### config.mk
export PLATFORM = sky130hd
export DESIGN_NAME = irq_vector_ctrl
export DESIGN_NICKNAME = d
export VERILOG_FILES = /design/src/rtl/irqv_pkg.sv /design/src/rtl/irqv_vec_enc.sv /design/src/rtl/irqv_rd_mux.sv /design/src/rtl/irq_vector_ctrl.sv
export SDC_FILE = /design/constraint.sdc
export NUM_CORES = 1
export LEC_CHECK = 0
export ABC_AREA = 1
export CELL_PAD_IN_SITES_DETAIL_PLACEMENT = 0
export CELL_PAD_IN_SITES_GLOBAL_PLACEMENT = 1
export CORE_UTILIZATION = 39
export CTS_CLUSTER_DIAMETER = 150
export DETAILED_ROUTE_END_ITERATION = 8
export HOLD_SLACK_MARGIN = 0.12
export PLACE_DENSITY = 0.86
export SLEW_MARGIN = 10
export SYNTH_ARGS = -nofsm -noshare
export SYNTH_HDL_FRONTEND = slang
export SYNTH_SLANG_ARGS = --single-unit
### constraint.sdc
create_clock -name clk -period 6 [get_ports clk]
set_input_delay 0.6 -clock clk [delete_from_list [all_inputs] [get_ports clk]]
set_output_delay 0.6 -clock clk [all_outputs]
set_load 0.01 [all_outputs]
### src/rtl/irqv_pkg.sv
package irqv_pkg;
    localparam int WORD_W = 32;
    localparam int VEC_W  = 8;
    localparam int IDX_W  = 3;
    localparam logic [VEC_W-1:0] VEC_MULTI = 8'h30;

    typedef enum logic [IDX_W-1:0] {
        IDX_MASK   = 3'd0,
        IDX_RAW    = 3'd1,
        IDX_MASKED = 3'd2,
        IDX_NMI    = 3'd3,
        IDX_FAULT  = 3'd4
    } reg_idx_e;

    localparam logic [IDX_W-1:0] IDX_LAST = IDX_FAULT;
endpackage

### src/rtl/irqv_vec_enc.sv
module irqv_vec_enc
    import irqv_pkg::*;
#(
    parameter int N = 30
) (
    input  logic [N-1:0]     bits_i,
    output logic [VEC_W-1:0] vec_o,
    output logic             any_o
);
    logic             multi;
    logic [VEC_W-1:0] idx;

    always_comb begin
        any_o = |bits_i;
        multi = (bits_i & (bits_i - N'(1))) != '0;
        idx   = '0;
        for (int k = N - 1; k >= 0; k--) begin
            if (bits_i[k]) idx = VEC_W'(k);
        end
        if (!any_o)     vec_o = '0;
        else if (multi) vec_o = VEC_MULTI;
        else            vec_o = VEC_MULTI + VEC_W'(1) + idx;
    end
endmodule

### src/rtl/irqv_rd_mux.sv
module irqv_rd_mux
    import irqv_pkg::*;
#(
    parameter int N = 30,
    parameter int M = 2
) (
    input  logic [IDX_W-1:0]  idx_i,
    input  logic [N-1:0]      mask_i,
    input  logic [N-1:0]      raw_i,
    input  logic [N-1:0]      masked_i,
    input  logic [M-1:0]      nmi_i,
    input  logic              fault_i,
    output logic [WORD_W-1:0] data_o,
    output logic              legal_o
);
    always_comb begin
        legal_o = idx_i <= IDX_LAST;
        case (idx_i)
            IDX_MASK:   data_o = WORD_W'(mask_i);
            IDX_RAW:    data_o = WORD_W'(raw_i);
            IDX_MASKED: data_o = WORD_W'(masked_i);
            IDX_NMI:    data_o = WORD_W'(nmi_i);
            IDX_FAULT:  data_o = WORD_W'(fault_i);
            default:    data_o = '0;
        endcase
    end
endmodule

### src/rtl/irq_vector_ctrl.sv
module irq_vector_ctrl
    import irqv_pkg::*;
#(
    parameter int NUM_IRQ = 30,
    parameter int NUM_NMI = 2
) (
    input  logic                 clk,
    input  logic                 rst_n,
    input  logic [NUM_IRQ-1:0]   irq_i,
    input  logic [NUM_NMI-1:0]   nmi_i,
    input  logic                 fault_i,
    input  logic [IDX_W-1:0]     bus_addr,
    input  logic                 bus_rd,
    input  logic                 bus_wr,
    input  logic [WORD_W-1:0]    bus_wdata,
    output logic [WORD_W-1:0]    bus_rdata,
    output logic                 bus_err,
    output logic                 hard_req,
    output logic [VEC_W-1:0]     hard_vec,
    output logic                 nmi_req,
    output logic                 fault_flag
);
    typedef struct packed {
        logic [NUM_IRQ-1:0] mask;
        logic [NUM_IRQ-1:0] raw;
        logic [NUM_IRQ-1:0] masked;
        logic [NUM_NMI-1:0] nmi;
        logic               fault;
        logic [VEC_W-1:0]   vec;
        logic               req;
        logic               nmi_req;
        logic [WORD_W-1:0]  rdata;
        logic               err;
    } state_t;

    state_t s_d, s_q;

    logic               wr_hit;
    logic [NUM_IRQ-1:0] mask_nxt;
    logic [NUM_IRQ-1:0] masked_nxt;
    logic [VEC_W-1:0]   enc_vec;
    logic               enc_any;
    logic [WORD_W-1:0]  rd_data;
    logic               rd_legal;

    assign wr_hit     = bus_wr && (bus_addr == IDX_MASK);
    assign mask_nxt   = wr_hit ? bus_wdata[NUM_IRQ-1:0] : s_q.mask;
    assign masked_nxt = irq_i & mask_nxt;

    irqv_vec_enc #(.N(NUM_IRQ)) enc_i (
        .bits_i (masked_nxt),
        .vec_o  (enc_vec),
        .any_o  (enc_any)
    );

    irqv_rd_mux #(.N(NUM_IRQ), .M(NUM_NMI)) mux_i (
        .idx_i    (bus_addr),
        .mask_i   (s_q.mask),
        .raw_i    (s_q.raw),
        .masked_i (s_q.masked),
        .nmi_i    (s_q.nmi),
        .fault_i  (s_q.fault),
        .data_o   (rd_data),
        .legal_o  (rd_legal)
    );

    always_comb begin
        s_d         = s_q;
        s_d.mask    = mask_nxt;
        s_d.raw     = irq_i;
        s_d.masked  = masked_nxt;
        s_d.nmi     = nmi_i;
        s_d.fault   = s_q.fault | fault_i;
        s_d.vec     = enc_vec;
        s_d.req     = enc_any;
        s_d.nmi_req = |nmi_i;
        s_d.rdata   = (bus_rd && rd_legal) ? rd_data : '0;
        s_d.err     = (bus_wr && !wr_hit) || (bus_rd && !rd_legal);
    end

    always_ff @(posedge clk) begin
        if (!rst_n) s_q <= '0;
        else        s_q <= s_d;
    end

    assign bus_rdata  = s_q.rdata;
    assign bus_err    = s_q.err;
    assign hard_req   = s_q.req;
    assign hard_vec   = s_q.vec;
    assign nmi_req    = s_q.nmi_req;
    assign fault_flag = s_q.fault;

    p_raw_follows_r2: assert property (@(posedge clk) disable iff (!rst_n)
        1'b1 |=> s_q.raw == $past(irq_i));
    p_masked_and_r4: assert property (@(posedge clk) disable iff (!rst_n)
        s_q.masked == (s_q.raw & s_q.mask));
    p_single_vec_r5: assert property (@(posedge clk) disable iff (!rst_n)
        ($countones(s_q.masked) == 1) |-> (hard_req && hard_vec > VEC_MULTI
                                           && hard_vec <= VEC_MULTI + VEC_W'(NUM_IRQ)));
    p_multi_vec_r6: assert property (@(posedge clk) disable iff (!rst_n)
        ($countones(s_q.masked) > 1) |-> (hard_req && hard_vec == VEC_MULTI));
    p_idle_vec_r7: assert property (@(posedge clk) disable iff (!rst_n)
        (hard_req == 1'b0) |-> (hard_vec == '0));
    p_nmi_req_r8: assert property (@(posedge clk) disable iff (!rst_n)
        nmi_req == (s_q.nmi != '0));
    p_fault_sticky_r9: assert property (@(posedge clk) disable iff (!rst_n)
        fault_flag |=> fault_flag);
    p_bad_write_keeps_mask_r10: assert property (@(posedge clk) disable iff (!rst_n)
        (bus_wr && bus_addr != IDX_MASK) |=> (bus_err && s_q.mask == $past(s_q.mask)));
    p_bad_read_zero_r10: assert property (@(posedge clk) disable iff (!rst_n)
        (bus_rd && !bus_wr && bus_addr > IDX_LAST) |=> (bus_err && bus_rdata == '0));
endmodule

==> impl_metrics.tcl, run 1 <==
set metrics [dict create \
    p_per_area_mw_per_mm2 302 \
    crit_start "bus_addr[2]" \
    drtPass1Iterations 5 \
    swShare_pct 23.9 \
    cp_common_cell "nand2_1" \
    grt_usage_pct 19.5 \
    area_delta_synth_final_pct 33.4 \
    drv_slew 0 \
    yosys.area_share.simple_pct 30.3 \
    maxCapViolations 0 \
    fin_crit_ns 4.49 \
    synth_compound_area_share_pct 6.18 \
    dp_slack_ns 1.03 \
    yosysUniqueCellTypes 42 \
    clockBufferDepth 2 \
    clockRootBuffer "clkbuf_16" \
    timing.rr.end "hard_vec[4]$_SDFF_PN0_" \
    drive_above_1_share_pct 10.1 \
    post_cts.repair.setup_buffers 0 \
    worst_pin_slew_ns 0.669 \
    seq_area_frac_synth_pct 47.3 \
    mostFrequentLayoutCell "nand2_1" \
    finalWirelength_um 13700 \
    hold_viol 0 \
    vias_per_cell 4.55 \
    layout.cells.non_filler 1080 \
    final_cell_mix "nand2_1 (192), dfxtp_1 (133), inv_1 (125)" \
    antenna_found_initial 0 \
    setup_viol 0 \
    fmax_ghz 0.222 \
    ant_nets 0 \
    clock_skew_ns 0.00542 \
    pwr-share-clk_pct 46.8 \
    crit_slowest_cell "inv_2" \
    slew_headroom_pct 55.3 \
    core.rowCount 43 \
    yosys_warnings 0 \
    grt_max_degree 34 \
    nNetsFinal 961 \
    setup_slack_ns 1.51 \
    r2r_cells 36 \
    min_period_over_period_pct 74.9 \
    slowest_delay_ns 0.55 \
    power.switching_w 0.000543 \
    drtIter0Drc 260 \
    core_area_mm2 0.0140 \
    endpoint "hard_vec[4]$_SDFF_PN0_" \
    dieHeight_um 122 \
    fp.dieW_um 122 \
    cp.required_ns 6.31 \
    muxShareOfSynthArea_pct 3.89 \
    crit_arrival_ns 4.81 \
    rrSetupSlack_ns 3.00 \
    outcome "finished clean" \
    crit_fanout 30 \
    syn_avg_cell_area_um2 7.25 \
    grt_pass1_vias 4595 \
    synthCells 777 \
    grt_pass1_wl_um 22100 \
    power_frac_seq_pct 40.8 \
    grt.overflow.total 0 \
    h-tree-depth 4 \
    synthXorXnorAreaFrac_pct 0 \
    clock_latency_ns 0.42 \
    worstSetupEndpointType "register" \
    whs_ns 0.506 \
    gp_congestion 0.771 \
    cts_sinks 133 \
    cts_buffers 17 \
    hpwl_um 9330 \
    rsz0062_at_grt "false" \
    p_leak_nw 3.80 \
    startpoint_type "input port" \
    yosys.area_share.adder_pct 0.222 \
    netlist_area_mm2 0.00563 \
    internal-power_w 0.00173 \
    ys_ff_latch 133 \
    cts_tree "done" \
    drc 0 \
    synth_top_family_by_area "simple AND/OR/NAND/NOR gates" \
    diodes 0 \
    avgRoutedWirePerCell_um 12.7 \
    dp_cells 1049 \
    ios 116 \
    postCtsResizedCells 0 \
    hp-start "s_q[45]$_SDFF_PN0_" \
    num_vias 4914 \
    start_util_pct 40.3 \
    hp-class "reg -> reg" \
    crit_type "in -> reg" \
    setup_tns_ns 0 \
    dieArea_mm2 0.0149 \
    combPwrFrac_pct 12.4 \
    ir_drop_mv 0.177 \
    clkTransAtPathRegs_ns 0.06 \
    r2r-start "s_q[135]$_SDFF_PN0_" \
    port_buffers 110 \
    ctsHoldBuffers 0 \
]
[power groups by stage]
stage / registers, W / logic, W / clock network [W]
2_1_floorplan: 0.000948 / 0.000159 / 0
3_3_place_gp: 0.000944 / 0.000282 / 0
3_5_place_dp: 0.000944 / 0.000283 / 0
4_1_cts: 0.000925 / 0.000285 / 0.00108
5_1_grt: 0.000928 / 0.000315 / 0.00112
6_report: 0.000925 / 0.000282 / 0.00106
[per-layer routing]
metal | global-route usage (%) | routed length [um] | vias up
met5 | 0 | 0 | -
met4 | 7.09 | 186 | 0
met3 | 5.20 | 694 | 12
met2 | 33.4 | 6570 | 94
met1 | 23.3 | 6290 | 2218
li1 | - | - | 2590
[synth_stat cells (all sizes together)]
master   instances  area (um^2)
a21oi           14         77.6
a31oi            3         18.8
a32o             1         10.0
a41oi            1         8.76
buf             12         78.8
clkbuf          16         60.1
clkinv           1         3.75
conb             1         3.75
dfxtp          133         2660
ha               1         12.5
inv            143          537
mux2i           20          219
nand2          197          757
nand3           55          293
nand4            4         25.0
nor2           119          513
nor3            13         70.1
nor4             2         18.8
o2111ai          1         8.76
o211ai           6         45.0
o21a             1         7.51
o21ai           24          135
o21bai           1         7.51
o22ai            2         12.5
o41ai            1         16.3
or2              5         31.3
[how the worst min path moves through the flow]
stage	endpoint	slack [ns]	depth (start not counted)
after floorplan	bus_rdata[0]$_SDFF_PN0_	0.44	2
after global routing	bus_rdata[0]$_SDFF_PN0_	0.54	2
final	bus_rdata[1]$_SDFF_PN0_	0.51	2
after CTS	bus_rdata[1]$_SDFF_PN0_	0.51	2
after detailed placement	bus_rdata[0]$_SDFF_PN0_	0.50	2
after global placement	bus_rdata[22]$_SDFF_PN0_	0.49	4
[logic make-up after synthesis]
| logic type | after synthesis |
|---|---|
| AO/OA/AOI/OAI | 55 |
| adder cells (fa/ha/maj) | 1 |
| buffers and inverters | 172 |
| flip-flops | 133 |
| multiplexers | 20 |
| other | 1 |
| AND/OR/NAND/NOR | 395 |
[metrics by stage]
step	power [W]	cell area [um^2]	util (%)
2_1_floorplan	0.00111	5640	-
3_3_place_gp	0.00123	6900	49.3
3_5_place_dp	0.00123	6900	49.3
4_1_cts	0.00229	7510	53.7
5_1_grt	0.00236	7510	53.7
6_report	0.00227	7510	53.7
[final cells by class]
class,count,area (um^2)
flip-flops and latches,133,2660
inverters,144,541
clock buffers,22,484
well taps,180,225
clock inverters,9,125
multi-input cells,474,2310
repair buffers,118,1160
fillers,1374,6480
[flip-flops by register name, indices dropped and copies added (netlist names)]
register	cells
bus_err	1
bus_rdata	30
hard_req	1
nmi_req	1
fault_flag	1
s_q	92
hard_vec	7
[worst max-delay path: cells and delay by family]
kind            cells  cell delay (ns)
fa+ha+maj           1             0.24
buf+inv             3             1.14
compound gates      3             0.45
simple gates       31             2.35
(Power assumes the default switching activity.)
==> run 2: changes to the inputs <==
- CORE_UTILIZATION: 39 -> 33
- PLACE_DENSITY: 0.86 -> 0.78
- clock period: 6 -> 4.1 ns (I/O delays scaled with it)
==> impl_metrics.tcl, run 2 (synthesis gave the netlist of run 1 again) <==
set metrics [dict create \
    outcome "finished clean" \
    clockBufferDepth 2 \
    fp.dieW_um 133 \
    cts_tree "done" \
    drtIter0Drc 213 \
    clkTransAtPathRegs_ns 0.07 \
    hpwl_um 10500 \
    num_vias 4959 \
    worst_pin_slew_ns 0.586 \
    avgRoutedWirePerCell_um 13.0 \
    crit_arrival_ns 4.12 \
    grt_pass1_vias 4756 \
    crit_slowest_cell "clkdlybuf4s50_1" \
    slowest_delay_ns 0.49 \
    core_area_mm2 0.0166 \
    largest-register "s_q" \
    crit_type "in -> reg" \
    worstSetupEndpointType "register" \
    final_cell_mix "nand2_1 (192), dfxtp_1 (133), inv_1 (125)" \
    finalWirelength_um 14800 \
    clock_skew_ns 0.0120 \
    p_per_area_mw_per_mm2 457 \
    ctsHoldBuffers 0 \
    grt.overflow.total 0 \
    cp_common_cell "inv_2" \
    slew_headroom_pct 60.5 \
    p_leak_nw 3.93 \
    core.rowCount 47 \
    ios 116 \
    fmax_ghz 0.267 \
    drc 0 \
    cts_buffers 17 \
    mostFrequentLayoutCell "nand2_1" \
    cts_sinks 133 \
    num-fill-cells 1680 \
    diodes 0 \
    hp-class "reg -> reg" \
    drive_above_1_share_pct 12.1 \
    hold_viol 0 \
    ant_nets 0 \
    dieHeight_um 133 \
    dieArea_mm2 0.0176 \
    h-tree-depth 4 \
    cp.required_ns 4.47 \
    nNetsFinal 980 \
    maxCapViolations 0 \
    layout.cells.non_filler 1140 \
    grt_max_degree 33 \
    rsz0062_at_grt "false" \
    startpoint_type "input port" \
    grt_pass1_wl_um 23600 \
    whs_ns 0.481 \
    min_period_over_period_pct 91.5 \
    dp_slack_ns -0.0156 \
    drtPass1Iterations 5 \
    ir_drop_mv 0.311 \
    grt_usage_pct 17.6 \
    area_delta_synth_final_pct 38.3 \
    fin_crit_ns 3.75 \
    largest_reg_flops 92 \
    dp_cells 1107 \
    start_util_pct 33.8 \
    gp_congestion 0.808 \
    setup_viol 0 \
    finalCoreUtilization_pct 46.8 \
    setup_tns_ns 0 \
    clock_latency_ns 0.43 \
    setup_slack_ns 0.348 \
    postCtsResizedCells 0 \
    clockRootBuffer "clkbuf_16" \
    drv_slew 0 \
    port_buffers 110 \
    antenna_found_initial 0 \
    crit_fanout 10 \
    vias_per_cell 4.35 \
]
run 2: cell count changes in the layout (fill, tap and decap cells not counted):
cell | previous run | this run
buf_4 | 8 | 26
bufinv_16 | 3 | 6
clkinv_2 | 4 | 1
clkinv_4 | 0 | 3
clkinvlp_4 | 2 | 0
clkbuf_8 | 4 | 3
inv_6 | 0 | 1
nand3_2 | 1 | 2
run 2: metal layers:
metal | routed length [um] | global-route usage (%) | share of wire, % | up-vias
li1 | - | - | - | 2626
met2 | 7130 | 30.0 | 48 | 86
met1 | 6890 | 21.3 | 47 | 2231
met5 | 0 | 0 | 0 | -
met4 | 194 | 6.96 | 1.3 | 0
met3 | 575 | 4.06 | 3.9 | 16
run 2: report_power, final:
part | internal [W] | switching [W] | leakage [nW]
Sequential | 0.00134 | 0.0000142 | 1.09
Combinational | 0.000191 | 0.000246 | 2.51
Clock | 0.00119 | 0.000580 | 0.338
Total | 0.00272 | 0.000840 | 3.93
run 2: path summary, 6_finish.rpt:
path                                           endpoint  depth (start not counted)                start  slack [ns]
worst max-delay path             hard_vec[2]$_SDFF_PP0_                         25          bus_addr[0]        0.35
worst min-delay path            bus_rdata[1]$_SDFF_PN0_                          2   s_q[77]$_SDFF_PN0_        0.48
worst max register to register   hard_vec[4]$_SDFF_PN0_                         36  s_q[135]$_SDFF_PN0_        1.26
worst min register to register  bus_rdata[1]$_SDFF_PN0_                          2   s_q[77]$_SDFF_PN0_        0.48
run 2: through the flow:
stage | total power (W) | area [um^2]
floorplan | 0.00162 | 5640
global placement | 0.00182 | 7090
detailed placement | 0.00182 | 7090
CTS | 0.00359 | 7780
global route | 0.00371 | 7790
finish | 0.00356 | 7790
run 2: timing repair:
action	CTS	global route
setup endpoints to repair	0	1
buffers inserted	0	0
hold endpoints to repair	0	0
run 2: layout make-up:
class | instances | area, um^2 | area share (%)
clock buffer | 21 | 470 | 6.04
clock inverter | 11 | 220 | 2.83
inverter | 144 | 541 | 6.94
multi-input combinational | 475 | 2320 | 29.8
sequential | 133 | 2660 | 34.2
tap | 220 | 275 | 3.53
timing repair buffer | 136 | 1300 | 16.6
run 2: worst max-delay path, delay by kind of cell:
kind	cells	cell delay [ns]
buffers and inverters	5	0.79
and+or+nand+nor	16	2.55
AOI/OAI and AO/OA	4	0.36
